$ cat config.mk
export PLATFORM = sky130hd
export DESIGN_NAME = rxr_addr_gen
export DESIGN_NICKNAME = d
export VERILOG_FILES = /design/src/rtl/rxr_pkg.sv /design/src/rtl/rxr_regs.sv /design/src/rtl/rxr_window.sv /design/src/rtl/rxr_seq.sv /design/src/rtl/rxr_irq.sv /design/src/rtl/rxr_addr_gen.sv
export SDC_FILE = /design/constraint.sdc
export NUM_CORES = 1
export LEC_CHECK = 0
export BUFFER_PORTS_ARGS = -buffer_cell sky130_fd_sc_hd__buf_4
export CAP_MARGIN = 20
export CORE_ASPECT_RATIO = 1.2
export CORE_MARGIN = 5
export CORE_UTILIZATION = 55
export CTS_CLUSTER_DIAMETER = 80
export DETAILED_ROUTE_END_ITERATION = 10
export PLACE_DENSITY = 0.87
export SYNTH_ARGS = -nofsm -noshare
export SYNTH_HDL_FRONTEND = slang
export SYNTH_HIERARCHICAL = 1
export SYNTH_SLANG_ARGS = --single-unit
$ cat constraint.sdc
create_clock -name clk -period 4.5 [get_ports clk]
set_clock_uncertainty 0.1 [all_clocks]
set_input_delay 0 -clock clk [delete_from_list [all_inputs] [get_ports clk]]
set_output_delay 0 -clock clk [all_outputs]
set_load 0.005 [all_outputs]
$ cat src/rtl/rxr_pkg.sv
package rxr_pkg;
  typedef enum logic {RX_IDLE = 1'b0, RX_BUSY = 1'b1} rx_state_e;

  typedef struct packed {
    logic       rx_ring;
    logic [2:0] rx_code;
    logic       tx_ring;
    logic [2:0] tx_code;
  } ring_cfg_t;
endpackage

$ cat src/rtl/rxr_regs.sv
module rxr_regs
  import rxr_pkg::*;
#(
  parameter int AW    = 11,
  parameter int CFG_W = 10
) (
  input  logic             clk,
  input  logic             rst,
  input  logic             cfg_we,
  input  logic [CFG_W-1:0] cfg_wdata,
  input  logic             ptr_we,
  input  logic [AW-1:0]    ptr_wdata,
  input  logic             rxen_we,
  input  logic             rxen_wdata,
  input  logic             slave_mode,
  input  logic             tx_done,
  output ring_cfg_t        cfg,
  output logic [CFG_W-1:0] cfg_rdata,
  output logic [AW-1:0]    ptr,
  output logic             rx_en
);
  localparam int FW = $bits(ring_cfg_t);
  localparam int RW = CFG_W - FW;

  logic unused_rsvd;
  assign unused_rsvd = ^cfg_wdata[CFG_W-1:FW];

  always_ff @(posedge clk) begin
    if (rst) begin
      cfg   <= '0;
      ptr   <= '0;
      rx_en <= 1'b0;
    end else begin
      if (cfg_we) cfg <= ring_cfg_t'(cfg_wdata[FW-1:0]);
      if (ptr_we) ptr <= ptr_wdata;
      if (rxen_we)                    rx_en <= rxen_wdata;
      else if (slave_mode && tx_done) rx_en <= 1'b1;
    end
  end

  assign cfg_rdata = {{RW{1'b0}}, cfg};

  AST_SLAVE_ARM: assert property (@(posedge clk) disable iff (rst)
    (slave_mode && tx_done && !rxen_we) |=> rx_en);
endmodule

$ cat src/rtl/rxr_window.sv
module rxr_window #(
  parameter int AW      = 11,
  parameter int CODE_W  = 3,
  parameter int MIN_LOG = 6
) (
  input  logic [CODE_W-1:0] code,
  output logic [AW-1:0]     mask,
  output logic [AW-1:0]     half
);
  localparam int NCODE = 1 << CODE_W;

  logic [AW-1:0] mask_tab [NCODE];
  logic [AW-1:0] half_tab [NCODE];

  for (genvar i = 0; i < NCODE; i++) begin : g_code
    localparam int LG = (MIN_LOG + i > AW - 1) ? AW - 1 : MIN_LOG + i;
    assign mask_tab[i] = {{(AW-LG){1'b0}}, {LG{1'b1}}};
    assign half_tab[i] = {{(AW-LG){1'b0}}, 1'b1, {(LG-1){1'b0}}};
  end

  assign mask = mask_tab[code];
  assign half = half_tab[code];
endmodule

$ cat src/rtl/rxr_seq.sv
module rxr_seq
  import rxr_pkg::*;
#(
  parameter int AW = 11
) (
  input  logic          clk,
  input  logic          rst,
  input  logic          rx_en,
  input  logic [AW-1:0] ptr,
  input  logic          ring,
  input  logic [AW-1:0] mask,
  input  logic [AW-1:0] half,
  input  logic          pkt_start,
  input  logic          word_wr,
  input  logic          pkt_end,
  output logic [AW-1:0] addr,
  output logic          busy,
  output logic          ev_half,
  output logic          ev_full,
  output logic          ev_pkt
);
  rx_state_e     state;
  logic          start_ok, adv;
  logic [AW-1:0] inc, nxt;

  assign busy     = (state == RX_BUSY);
  assign start_ok = !busy && rx_en && pkt_start;
  assign adv      = busy && word_wr;
  assign inc      = addr + AW'(1);
  assign nxt      = ring ? ((addr & ~mask) | (inc & mask)) : inc;
  assign ev_half  = adv && ring && ((nxt & mask) == half);
  assign ev_full  = adv && ring && ((nxt & mask) == '0);
  assign ev_pkt   = busy && pkt_end;

  always_ff @(posedge clk) begin
    if (rst) begin
      state <= RX_IDLE;
      addr  <= '0;
    end else begin
      if (start_ok) begin
        addr  <= ptr;
        state <= RX_BUSY;
      end else begin
        if (adv)    addr  <= nxt;
        if (ev_pkt) state <= RX_IDLE;
      end
    end
  end

  AST_START_LOAD: assert property (@(posedge clk) disable iff (rst)
    start_ok |=> (busy && addr == $past(ptr)));
  AST_LINEAR_STEP: assert property (@(posedge clk) disable iff (rst)
    (adv && !ring) |=> (addr == $past(addr) + AW'(1)));
  AST_UPPER_FROZEN: assert property (@(posedge clk) disable iff (rst)
    (adv && ring) |=> ((addr & ~$past(mask)) == ($past(addr) & ~$past(mask))));
  AST_IDLE_HOLD: assert property (@(posedge clk) disable iff (rst)
    (!busy && !pkt_start) |=> $stable(addr));
endmodule

$ cat src/rtl/rxr_irq.sv
module rxr_irq (
  input  logic clk,
  input  logic rst,
  input  logic ev_half,
  input  logic ev_full,
  input  logic ev_pkt,
  output logic irq_half,
  output logic irq_full,
  output logic irq_pkt
);
  always_ff @(posedge clk) begin
    if (rst) begin
      irq_half <= 1'b0;
      irq_full <= 1'b0;
      irq_pkt  <= 1'b0;
    end else begin
      irq_half <= ev_half;
      irq_full <= ev_full;
      irq_pkt  <= ev_pkt;
    end
  end

  AST_EDGE_EXCL: assert property (@(posedge clk) disable iff (rst)
    $onehot0({irq_half, irq_full}));
  AST_FULL_PULSE: assert property (@(posedge clk) disable iff (rst)
    irq_full |=> !irq_full);
endmodule

$ cat src/rtl/rxr_addr_gen.sv
module rxr_addr_gen
  import rxr_pkg::*;
#(
  parameter int AW      = 11,
  parameter int CFG_W   = 10,
  parameter int MIN_LOG = 6
) (
  input  logic             clk,
  input  logic             rst,
  input  logic             cfg_we,
  input  logic [CFG_W-1:0] cfg_wdata,
  output logic [CFG_W-1:0] cfg_rdata,
  input  logic             ptr_we,
  input  logic [AW-1:0]    ptr_wdata,
  output logic [AW-1:0]    ptr_rdata,
  input  logic             rxen_we,
  input  logic             rxen_wdata,
  input  logic             slave_mode,
  input  logic             tx_done,
  output logic             rx_enable,
  input  logic             pkt_start,
  input  logic             word_wr,
  input  logic             pkt_end,
  output logic [AW-1:0]    wr_addr,
  output logic             rx_busy,
  output logic             irq_pkt,
  output logic             irq_half,
  output logic             irq_full
);
  ring_cfg_t     cfg;
  logic [AW-1:0] mask, half;
  logic          ev_half, ev_full, ev_pkt;

  rxr_regs #(.AW(AW), .CFG_W(CFG_W)) u_regs (
    .clk, .rst, .cfg_we, .cfg_wdata, .ptr_we, .ptr_wdata,
    .rxen_we, .rxen_wdata, .slave_mode, .tx_done,
    .cfg(cfg), .cfg_rdata(cfg_rdata), .ptr(ptr_rdata), .rx_en(rx_enable)
  );

  rxr_window #(.AW(AW), .CODE_W(3), .MIN_LOG(MIN_LOG)) u_window (
    .code(cfg.rx_code), .mask(mask), .half(half)
  );

  rxr_seq #(.AW(AW)) u_seq (
    .clk, .rst, .rx_en(rx_enable), .ptr(ptr_rdata), .ring(cfg.rx_ring),
    .mask(mask), .half(half), .pkt_start, .word_wr, .pkt_end,
    .addr(wr_addr), .busy(rx_busy),
    .ev_half(ev_half), .ev_full(ev_full), .ev_pkt(ev_pkt)
  );

  rxr_irq u_irq (
    .clk, .rst, .ev_half(ev_half), .ev_full(ev_full), .ev_pkt(ev_pkt),
    .irq_half(irq_half), .irq_full(irq_full), .irq_pkt(irq_pkt)
  );

  AST_PKT_IDLE: assert property (@(posedge clk) disable iff (rst)
    irq_pkt |-> !rx_busy);
endmodule

==> reports/qor.txt <==
Vias per std cell -> 5.565
Tmin final -> 2.410 ns
Violation count after the first detailed-route iteration -> 214
Clock slew at the register clock pins of the worst setup and hold paths -> 0.07 ns
Chip Height -> 78.27 um
End point of the most critical hold path -> u_irq/irq_full
Hold path startpoint -> rst
Final Hold Viols -> 0
Deepest level of the CTS H-tree -> 2
Maximum number of buffers from clock root to sink -> 2
Mean Syn Cell Area -> 8.246 um2
Setup TNS Final -> 0 ns
Detailed placement HPWL -> 3725 um
Die extent in x -> 66.89 um
Number of buffers created by CTS -> 5
Crit path required time -> 4.63 ns
Final number of max-transition violations -> 0
Post-layout nets -> 374
Gpl congestion -> 0.8721
Endpoint of the most critical register-to-register path -> u_irq/irq_half
Synth area leader -> sky130_fd_sc_hd__dfxtp_1
Final standard cell area without fillers -> 2924 um2
Dominant cell by count in the synthesized netlist -> sky130_fd_sc_hd__nor2_1
Setup repair after global routing missed its margin -> false
Crit path DAT -> 2.54 ns
Crit. End Element -> flop
Classification of the worst setup path -> flop to flop
Top flip-flop cell by instance count after synthesis -> sky130_fd_sc_hd__dfxtp_1
Pleak -> 1.282 nW
Initial Util -> 57.83%
DRC violation count after routing -> 0
Placement row count -> 24
Share of the synthesized area in the top cell type -> 32.81%
Global-route wire length before repair -> 10730 um
Number of synthesized flops with an enable pin -> 0
Max VDD drop -> 0.3317 mV
Count of cells along the worst hold path -> 2
Placeable core region -> 3694 um2
Placed cell areas -> 2496 um2
Post-synthesis cell area -> 2136 um2
CP Max Fanout -> 8
Minimum setup slack among reg-to-reg paths -> 2.09 ns
Clk Latency, worst-skew pair -> 0.29 ns
Number of sinks driven by the clock tree -> 35
Path depth of the worst reg2reg path -> 8
Max_cap viols -> 0
Number of nets still failing antenna checks after routing -> 0
CTS tree -> built
Fmax -> 0.4149 GHz
Post CTS Setup Buffer Count -> 0
Global router's overall resource usage -> 26.74%
I/O pin count -> 69
Share of final-layout standard cells stronger than drive strength 1 -> 23.46%
Number of setup violations in the final report -> 0
Via count -> 2187
Post-detailed-route wirelength per cell -> 17.04 um
Reg-to-reg critical path startpoint -> u_seq/addr[0]
Top cells by count, synth -> sky130_fd_sc_hd__nor2_1, sky130_fd_sc_hd__dfxtp_1, sky130_fd_sc_hd__buf_4, sky130_fd_sc_hd__mux2i_1, sky130_fd_sc_hd__nand2_1
Warning count from the yosys run -> 6
Layout-stage area growth over the synthesis result -> 36.91%
Max-slew headroom -> 60.29%
Number of antenna violations at the first check in global routing -> 0
Total power divided by cell area -> 269.8 nW/um2
Hold WC Path Type -> primary input to flop
DRT Wirelength -> 6698 um
Clock tree root buffer cell -> sky130_fd_sc_hd__clkbuf_8
Antenna diode count -> 0
Total iterations of the first detailed-routing run -> 5
Number of global-route vias before repair -> 2206
Fraction of registers with async set/reset -> 0%
Number of standard cells in the layout, taps in and fillers out -> 393
Port Buf Inserts -> 64
Sequential fraction of the synthesis area -> 32.81%
Cells taking the most area after synthesis -> sky130_fd_sc_hd__dfxtp_1, sky130_fd_sc_hd__mux2i_1, sky130_fd_sc_hd__buf_4, sky130_fd_sc_hd__nor2_1, sky130_fd_sc_hd__xnor2_1
Number of instances in the synthesized netlist -> 259
Utilization after layout -> 79.17%
Number of cells after detailed placement -> 354
Critical Path Start -> u_seq/addr[0]
Transition time at the pin with the least slew margin -> 0.5934 ns
Post-route fraction of the period consumed by the critical path -> 53.57%
Crit start category -> flop
Outcome -> finished clean
Die footprint -> 5235 um2
Total global routing overflow -> 0
Synthesized flop and latch total -> 35
Count of different cell masters after synthesis -> 51
Largest net degree at the start of global routing -> 36
[cell type report]
type	count	area [um2]
clock buffers	6	82.58
multi-input cells	200	1239
clock inverters	2	35.03
repair buffers	95	790.8
flip-flops and latches	35	700.7
well taps	52	65.06
fillers	221	769.5
inverters	3	11.26
[worst max path at each step]
stage	cells after the start	to	slack, ns
floorplan	8	u_irq/irq_half	2.35
global placement	8	u_irq/irq_half	2.18
detailed placement	8	u_irq/irq_half	2.13
CTS	8	u_irq/irq_half	2.12
global route	8	u_irq/irq_half	1.94
finish	8	u_irq/irq_half	2.09
[cell families after synthesis]
logic type	synth area share, %
simple gates	25.25
mux	10.31
xor+xnor	6.151
compound gates	12.48
buf+inv	11.31
flops	32.81
fa+ha+maj	1.171
other cells	0.5272
[registers in the layout, indices dropped and copies added, names as in the netlist]
register	flops
u_irq/irq_full	1
u_irq/irq_half	1
u_irq/irq_pkt	1
u_regs/cfg	8
u_regs/ptr	11
u_regs/rx_en	1
u_seq/addr	11
u_seq/busy	1
[metal layers]
layer | track usage, % | part of all wire, %
met5 | 0 | 0
met4 | 10.14 | 2.3
met3 | 6.714 | 8.3
met2 | 48.81 | 53
met1 | 28.96 | 36
[through the flow]
step | hold WS (ns) | setup WS, ns | power, W
5_1_grt | 0.01921 | 1.939 | 0.0008199
6_report | 0.008238 | 2.090 | 0.0007890
3_3_place_gp | 0.1337 | 2.179 | 0.0004636
3_5_place_dp | 0.1411 | 2.135 | 0.0004672
2_1_floorplan | -0.02839 | 2.351 | 0.0004280
4_1_cts | 0.005682 | 2.123 | 0.0007822
[power breakdown]
part	internal (W)	switching, W	total, W
clock network	0.000179	0.000113	0.000293
logic	0.0000846	0.0000649	0.000150
registers	0.000325	0.0000214	0.000347
[layout by cell type (no fill, tap or decap), types with 5 or more instances in the layout]
cell                             n
sky130_fd_sc_hd__nand3_1         6
sky130_fd_sc_hd__dfxtp_1        35
sky130_fd_sc_hd__xnor2_1        10
sky130_fd_sc_hd__buf_4          64
sky130_fd_sc_hd__clkbuf_8        6
sky130_fd_sc_hd__conb_1         15
sky130_fd_sc_hd__nor3_1         11
sky130_fd_sc_hd__o21ai_0        12
sky130_fd_sc_hd__a21oi_1         7
sky130_fd_sc_hd__nor2_1         36
sky130_fd_sc_hd__xor2_1          5
sky130_fd_sc_hd__nand2b_1        5
sky130_fd_sc_hd__dlygate4sd3_1  31
sky130_fd_sc_hd__nand2_1        21
sky130_fd_sc_hd__mux2i_1        22
[worst max-delay path, stage by stage, from the launching register on]
cell and delay (ns):
sky130_fd_sc_hd__dfxtp_1 0.48, sky130_fd_sc_hd__ha_1 0.27, sky130_fd_sc_hd__nand3_1 0.22, sky130_fd_sc_hd__or3_1 0.40, sky130_fd_sc_hd__a21boi_1 0.21, sky130_fd_sc_hd__xnor2_1 0.14, sky130_fd_sc_hd__nand4_1 0.16, sky130_fd_sc_hd__nor4b_4 0.23
sky130_fd_sc_hd__nor2b_1 0.14
[repair_timing]
item | CTS | global route
hold buffers | 31 | 0
gates resized for setup | 0 | 0
endpoints found under the hold margin | 22 | 0
No activity file was read; power rests on OpenSTA's default activity.
